`src/rtl/can_bt_pkg.sv`:
```
package can_bt_pkg;

   typedef enum logic [1:0] {
      SEG_SYNC = 2'd0,
      SEG_PH1  = 2'd1,
      SEG_PH2  = 2'd2
   } bt_seg_e;

   function automatic logic maj3(input logic a, input logic b, input logic c);
      return (a & b) | (a & c) | (b & c);
   endfunction

endpackage

```
`src/rtl/can_bt_cfg.sv`:
```
module can_bt_cfg #(
   parameter int REG_W = 8,
   parameter int BRP_W = 6,
   parameter int SJW_W = 2,
   parameter int TS1_W = 4,
   parameter int TS2_W = 3
) (
   input  logic             clk,
   input  logic             rst_n,
   input  logic             init_mode,
   input  logic             cfg_we,
   input  logic             cfg_sel,
   input  logic [REG_W-1:0] cfg_wdata,
   output logic [REG_W-1:0] reg_a,
   output logic [REG_W-1:0] reg_b,
   output logic [BRP_W-1:0] brp,
   output logic [SJW_W-1:0] sjw,
   output logic [TS1_W-1:0] ts1,
   output logic [TS2_W-1:0] ts2,
   output logic             triple
);
   localparam int SJW_LO = BRP_W;
   localparam int TS2_LO = TS1_W;
   localparam int TRI_AT = TS1_W + TS2_W;

   always_ff @(posedge clk or negedge rst_n) begin
      if (!rst_n) begin
         reg_a <= '0;
         reg_b <= '0;
      end else if (cfg_we && init_mode) begin
         if (cfg_sel) reg_b <= cfg_wdata;
         else         reg_a <= cfg_wdata;
      end
   end

   assign brp    = reg_a[BRP_W-1:0];
   assign sjw    = reg_a[SJW_LO +: SJW_W];
   assign ts1    = reg_b[TS1_W-1:0];
   assign ts2    = reg_b[TS2_LO +: TS2_W];
   assign triple = reg_b[TRI_AT];
endmodule

```
`src/rtl/can_bt_prescale.sv`:
```
module can_bt_prescale #(
   parameter int BRP_W = 6
) (
   input  logic             clk,
   input  logic             rst_n,
   input  logic             hold,
   input  logic [BRP_W-1:0] brp,
   output logic             tick
);
   logic [BRP_W-1:0] div_cnt;
   logic             wrap;

   assign wrap = (div_cnt == brp);
   assign tick = wrap & ~hold;

   always_ff @(posedge clk or negedge rst_n) begin
      if (!rst_n)      div_cnt <= '0;
      else if (hold)   div_cnt <= '0;
      else if (wrap)   div_cnt <= '0;
      else             div_cnt <= div_cnt + BRP_W'(1);
   end
endmodule

```
`src/rtl/can_bt_sampler.sv`:
```
module can_bt_sampler #(
   parameter bit TRIPLE_EN = 1'b1
) (
   input  logic clk,
   input  logic rst_n,
   input  logic rx,
   input  logic tick,
   input  logic smp_now,
   input  logic triple_on,
   output logic edge_fall,
   output logic sample_point,
   output logic sampled_bit,
   output logic sampled_bit_q
);
   import can_bt_pkg::*;

   logic       rx_q;
   logic [1:0] hist;
   logic       vote;

   generate
      if (TRIPLE_EN) begin : g_vote3
         assign vote = triple_on ? maj3(hist[1], hist[0], rx_q) : rx_q;
      end else begin : g_vote1
         assign vote = rx_q;
      end
   endgenerate

   assign edge_fall = hist[0] & ~rx_q;

   always_ff @(posedge clk or negedge rst_n) begin
      if (!rst_n) begin
         rx_q          <= 1'b1;
         hist          <= 2'b11;
         sample_point  <= 1'b0;
         sampled_bit   <= 1'b1;
         sampled_bit_q <= 1'b1;
      end else begin
         rx_q         <= rx;
         sample_point <= smp_now;
         if (tick) hist <= {hist[0], rx_q};
         if (smp_now) begin
            sampled_bit   <= vote;
            sampled_bit_q <= sampled_bit;
         end
      end
   end
endmodule

```
`src/rtl/can_bt_seq.sv`:
```
module can_bt_seq #(
   parameter int SJW_W = 2,
   parameter int TS1_W = 4,
   parameter int TS2_W = 3
) (
   input  logic             clk,
   input  logic             rst_n,
   input  logic             hold,
   input  logic             tick,
   input  logic             edge_fall,
   input  logic             bus_idle,
   input  logic             transmitting,
   input  logic             tx_bit,
   input  logic [SJW_W-1:0] sjw,
   input  logic [TS1_W-1:0] ts1,
   input  logic [TS2_W-1:0] ts2,
   output logic             smp_now,
   output logic             tx_point
);
   import can_bt_pkg::*;

   localparam int SEG_MAX = (TS1_W > TS2_W) ? TS1_W : TS2_W;
   localparam int CNT_W   = SEG_MAX + SJW_W + 1;
   localparam int JW_W    = SJW_W + 1;

   bt_seg_e          seg;
   logic [CNT_W-1:0] cnt;
   logic [JW_W-1:0]  ext, shr, jw;
   logic [CNT_W-1:0] len1, len2, rem, late, jw_c;
   logic             synced, hard, resync_ok, end2;

   assign jw   = JW_W'(sjw) + JW_W'(1);
   assign jw_c = CNT_W'(jw);
   assign len1 = CNT_W'(ts1) + CNT_W'(1) + CNT_W'(ext);
   assign len2 = CNT_W'(ts2) + CNT_W'(1) - CNT_W'(shr);
   assign rem  = len2 - CNT_W'(1) - cnt;
   assign late = cnt + CNT_W'(1);

   assign hard      = edge_fall & bus_idle;
   assign resync_ok = edge_fall & ~synced & ~(transmitting & ~tx_bit);
   assign smp_now   = tick & ~hard & (seg == SEG_PH1) & ~resync_ok
                    & (cnt == len1 - CNT_W'(1));
   assign end2      = tick & ~hard & (seg == SEG_PH2)
                    & (resync_ok ? (rem <= jw_c) : (cnt == len2 - CNT_W'(1)));

   always_ff @(posedge clk or negedge rst_n) begin
      if (!rst_n) begin
         seg      <= SEG_SYNC;
         cnt      <= '0;
         ext      <= '0;
         shr      <= '0;
         synced   <= 1'b0;
         tx_point <= 1'b0;
      end else if (hold) begin
         seg      <= SEG_SYNC;
         cnt      <= '0;
         ext      <= '0;
         shr      <= '0;
         synced   <= 1'b0;
         tx_point <= 1'b0;
      end else begin
         tx_point <= end2;
         if (tick) begin
            if (hard) begin
               seg    <= SEG_PH1;
               cnt    <= '0;
               ext    <= '0;
               shr    <= '0;
               synced <= 1'b1;
            end else begin
               case (seg)
                  SEG_SYNC: begin
                     seg <= SEG_PH1;
                     cnt <= '0;
                  end
                  SEG_PH1: begin
                     if (resync_ok) begin
                        ext    <= (late < jw_c) ? late[JW_W-1:0] : jw;
                        synced <= 1'b1;
                        cnt    <= cnt + CNT_W'(1);
                     end else if (smp_now) begin
                        seg    <= SEG_PH2;
                        cnt    <= '0;
                        synced <= 1'b0;
                     end else begin
                        cnt <= cnt + CNT_W'(1);
                     end
                  end
                  SEG_PH2: begin
                     if (end2) begin
                        seg    <= SEG_SYNC;
                        cnt    <= '0;
                        ext    <= '0;
                        shr    <= '0;
                        synced <= synced | resync_ok;
                     end else begin
                        if (resync_ok) begin
                           shr    <= jw;
                           synced <= 1'b1;
                        end
                        cnt <= cnt + CNT_W'(1);
                     end
                  end
                  default: seg <= SEG_SYNC;
               endcase
            end
         end
      end
   end
endmodule

```
`src/rtl/can_bit_timer.sv`:
```
module can_bit_timer #(
   parameter int REG_W     = 8,
   parameter int BRP_W     = 6,
   parameter int SJW_W     = 2,
   parameter int TS1_W     = 4,
   parameter int TS2_W     = 3,
   parameter bit TRIPLE_EN = 1'b1
) (
   input  logic             clk,
   input  logic             rst_n,
   input  logic             init_mode,
   input  logic             cfg_we,
   input  logic             cfg_sel,
   input  logic [REG_W-1:0] cfg_wdata,
   input  logic             rx,
   input  logic             bus_idle,
   input  logic             transmitting,
   input  logic             tx_bit,
   output logic             sample_point,
   output logic             sampled_bit,
   output logic             sampled_bit_q,
   output logic             tx_point
);
   initial begin
      if (BRP_W + SJW_W > REG_W)
         $fatal(1, "register A fields exceed REG_W");
      if (TS1_W + TS2_W + 1 > REG_W)
         $fatal(1, "register B fields exceed REG_W");
   end

   logic [REG_W-1:0] cfg_reg_a, cfg_reg_b;
   logic [BRP_W-1:0] brp;
   logic [SJW_W-1:0] sjw;
   logic [TS1_W-1:0] ts1;
   logic [TS2_W-1:0] ts2;
   logic             triple, tick, edge_fall, smp_now;

   can_bt_cfg #(.REG_W(REG_W), .BRP_W(BRP_W), .SJW_W(SJW_W),
                .TS1_W(TS1_W), .TS2_W(TS2_W)) u_cfg (
      .clk(clk), .rst_n(rst_n), .init_mode(init_mode), .cfg_we(cfg_we),
      .cfg_sel(cfg_sel), .cfg_wdata(cfg_wdata), .reg_a(cfg_reg_a),
      .reg_b(cfg_reg_b), .brp(brp), .sjw(sjw), .ts1(ts1), .ts2(ts2),
      .triple(triple));

   can_bt_prescale #(.BRP_W(BRP_W)) u_presc (
      .clk(clk), .rst_n(rst_n), .hold(init_mode), .brp(brp), .tick(tick));

   can_bt_seq #(.SJW_W(SJW_W), .TS1_W(TS1_W), .TS2_W(TS2_W)) u_seq (
      .clk(clk), .rst_n(rst_n), .hold(init_mode), .tick(tick),
      .edge_fall(edge_fall), .bus_idle(bus_idle),
      .transmitting(transmitting), .tx_bit(tx_bit), .sjw(sjw), .ts1(ts1),
      .ts2(ts2), .smp_now(smp_now), .tx_point(tx_point));

   can_bt_sampler #(.TRIPLE_EN(TRIPLE_EN)) u_smp (
      .clk(clk), .rst_n(rst_n), .rx(rx), .tick(tick), .smp_now(smp_now),
      .triple_on(triple), .edge_fall(edge_fall),
      .sample_point(sample_point), .sampled_bit(sampled_bit),
      .sampled_bit_q(sampled_bit_q));
endmodule

```
`config.mk`:
```
export PLATFORM = sky130hd
export DESIGN_NAME = can_bit_timer
export DESIGN_NICKNAME = d
export VERILOG_FILES = /design/src/rtl/can_bt_pkg.sv /design/src/rtl/can_bt_cfg.sv /design/src/rtl/can_bt_prescale.sv /design/src/rtl/can_bt_sampler.sv /design/src/rtl/can_bt_seq.sv /design/src/rtl/can_bit_timer.sv
export SDC_FILE = /design/constraint.sdc
export NUM_CORES = 1
export LEC_CHECK = 0
export ABC_AREA = 1
export CAP_MARGIN = 20
export CORE_MARGIN = 3
export CORE_UTILIZATION = 45
export CTS_CLUSTER_DIAMETER = 40
export DETAILED_ROUTE_END_ITERATION = 12
export PLACE_DENSITY = 0.73
export SLEW_MARGIN = 40
export SYNTH_ARGS = -nofsm -noshare
export SYNTH_HDL_FRONTEND = slang
export SYNTH_HIERARCHICAL = 1
export SYNTH_SLANG_ARGS = --single-unit
```
`constraint.sdc`:
```
create_clock -name clk -period 4.2 [get_ports clk]
set_input_delay 0.63 -clock clk [delete_from_list [all_inputs] [get_ports clk]]
set_output_delay 0.63 -clock clk [all_outputs]
set_load 0.03 [all_outputs]
```
==> impl_metrics.json <==
{
  "final_min_period_over_clock_period_pct": 86.9,
  "post-cts-setup-buffers": 0,
  "clockBufferDepth": 2,
  "die_h_um": 94.0,
  "gp_congestion": 0.856,
  "hold_violations": 0,
  "drive_gt1_share_pct": 10.4,
  "critPathArrivalTime_ps": 3890,
  "cts_tree": "yes",
  "fmax_mhz": 274,
  "track_usage_pct": 18.0,
  "ir_worst_vdd_mv": 0.343,
  "core_area_mm2": 0.00737,
  "cts_sinks": 45,
  "grt_start_max_net_pins": 46,
  "area_delta_synth_final_pct": 9.19,
  "power.density_mw_per_mm2": 594,
  "crit_fanout": 6,
  "postRouteWirelength_mm": 7.40,
  "yosysWarnings": 6,
  "cts_resized": 0,
  "avgSynthCellArea_um2": 7.48,
  "ant_nets": 0,
  "worst_slack_ps": 549,
  "grt_antenna_before_repair": 0,
  "finalInstanceArea_mm2": 0.00380,
  "fin_skew_ps": 3.55,
  "fin_nets": 527,
  "outcome": "complete, no violations",
  "cts.hold.buffers_added": 0,
  "syn-num-nets": 513,
  "wire_per_inst_um": 12.8,
  "stdcell_count": 580,
  "numCtsBuffers": 5,
  "grt_pass1_vias": 2778,
  "hp-class": "in2async",
  "worstSetupPathType": "reg2reg",
  "place_area_mm2": 0.00369,
  "first_pass_iters": 4,
  "die_width_um": 94.0,
  "antennaDiodeCount": 0,
  "total_power_mw": 2.26,
  "fp-row-count": 31,
  "grt_pass1_wl_mm": 12.6,
  "final_common_cell": "nand2_1",
  "dieArea_mm2": 0.00884,
  "root_buffer": "clkbuf_8",
  "cp_data_required_time_ps": 4440,
  "period_needed_ps": 3650,
  "worstSkewPairLatency_ps": 300,
  "drt_iter0_drc": 182,
  "vias_per_cell": 5.04,
  "place_ws_ps": 606,
  "syn_area_mm2": 0.00348,
  "drcViolationCount": 0,
  "final_cell_mix": "nand2_1, inv_1, dfrtp_1",
  "post-dp-hpwl_mm": 5.81,
  "timing.slew.headroom_pct": 47.3,
  "tns_ps": 0,
  "slew_viol_final": 0,
  "dpl.cell_count": 572,
  "cap_violations": 0,
  "rsz0062_at_grt": "false",
  "ios": 21,
  "port_buffers": 20,
  "vias": 2924,
  "start_util_pct": 47.3,
  "critPathLaunchType": "register",
  "htree_levels": 2,
  "synth_cells": 466,
  "grt_overflow_total": 0,
  "worstSetupEndpointType": "register",
  "worst_pin_slew_ps": 785,
  "path_clk_slew_ps": 90,
  "power_leakage_nw": 1.98,
  "setup_viol": 0
}
## worst max-delay path, cell delays in order, from the launching register on
cell	delay, ps
dfrtp_1	360
inv_1	50
ha_1	260
inv_1	50
ha_1	220
fa_1	470
xor2_1	180
ha_1	350
xnor2_1	170
ha_1	330
a21oi_1	140
nand2_1	60
nand2_1	60
nand3_1	60
nor2_1	80
nand4_1	120
nand2_2	100
nand2_4	90
a21oi_4	220
nand2_1	110
o21ai_1	90
## layer usage
layer | vias up | wire, um | global-route usage [%] | share of wire [%]
li1 | 1501 | - | - | -
met1 | 1354 | 3590 | 25.1 | 49
met2 | 59 | 3360 | 28.4 | 45
met3 | 10 | 339 | 3.21 | 4.6
met4 | 0 | 108 | 5.66 | 1.5
met5 | - | 0 | 0 | 0
## flip-flops by register name, summed over array words and instances, names as in the netlist, 2 cells and up
signal,count
u_smp/hist,2
u_cfg/reg_b,8
u_seq/shr,3
u_cfg/reg_a,8
u_seq/cnt,7
u_seq/seg,2
u_presc/div_cnt,6
u_seq/ext,3
## through the flow
stage	utilization, %	hold WS [ps]
after detailed placement	50.0	470
after global placement	50.0	449
after CTS	51.6	336
final	51.6	299
after global routing	51.6	333
after floorplan	-	334
## layout make-up
class	count	area, um2
fillers	720	3560
multi-input cells	326	1910
flip-flops and latches	45	1130
inverters	81	312
repair buffers	21	205
well taps	99	124
clock buffers	5	68.8
clock inverters	3	50.0
## final timing paths
kind / start / end / slack [ps] / depth (start not counted)
min in group clk: u_smp/sampled_bit / u_smp/sampled_bit_q / 480 / 2
setup / recovery: u_cfg/reg_b[5] / u_seq/shr[1] / 550 / 20
setup reg to reg: u_cfg/reg_b[5] / u_seq/shr[1] / 550 / 20
max in group asynchronous: rst_n / u_seq/shr[0] / 3500 / 1
hold reg to reg: u_smp/sampled_bit / u_smp/sampled_bit_q / 480 / 2
hold / removal: rst_n / u_seq/cnt[3] / 300 / 1
## power by group
part	leakage (nW)	total (mW)	internal, mW	switching [mW]
Sequential	0.578	0.570	0.515	0.0558
Combinational	1.34	1.34	0.514	0.828
Clock	0.0603	0.350	0.183	0.167
Total	1.98	2.26	1.21	1.05
(Power assumes the default switching activity.)
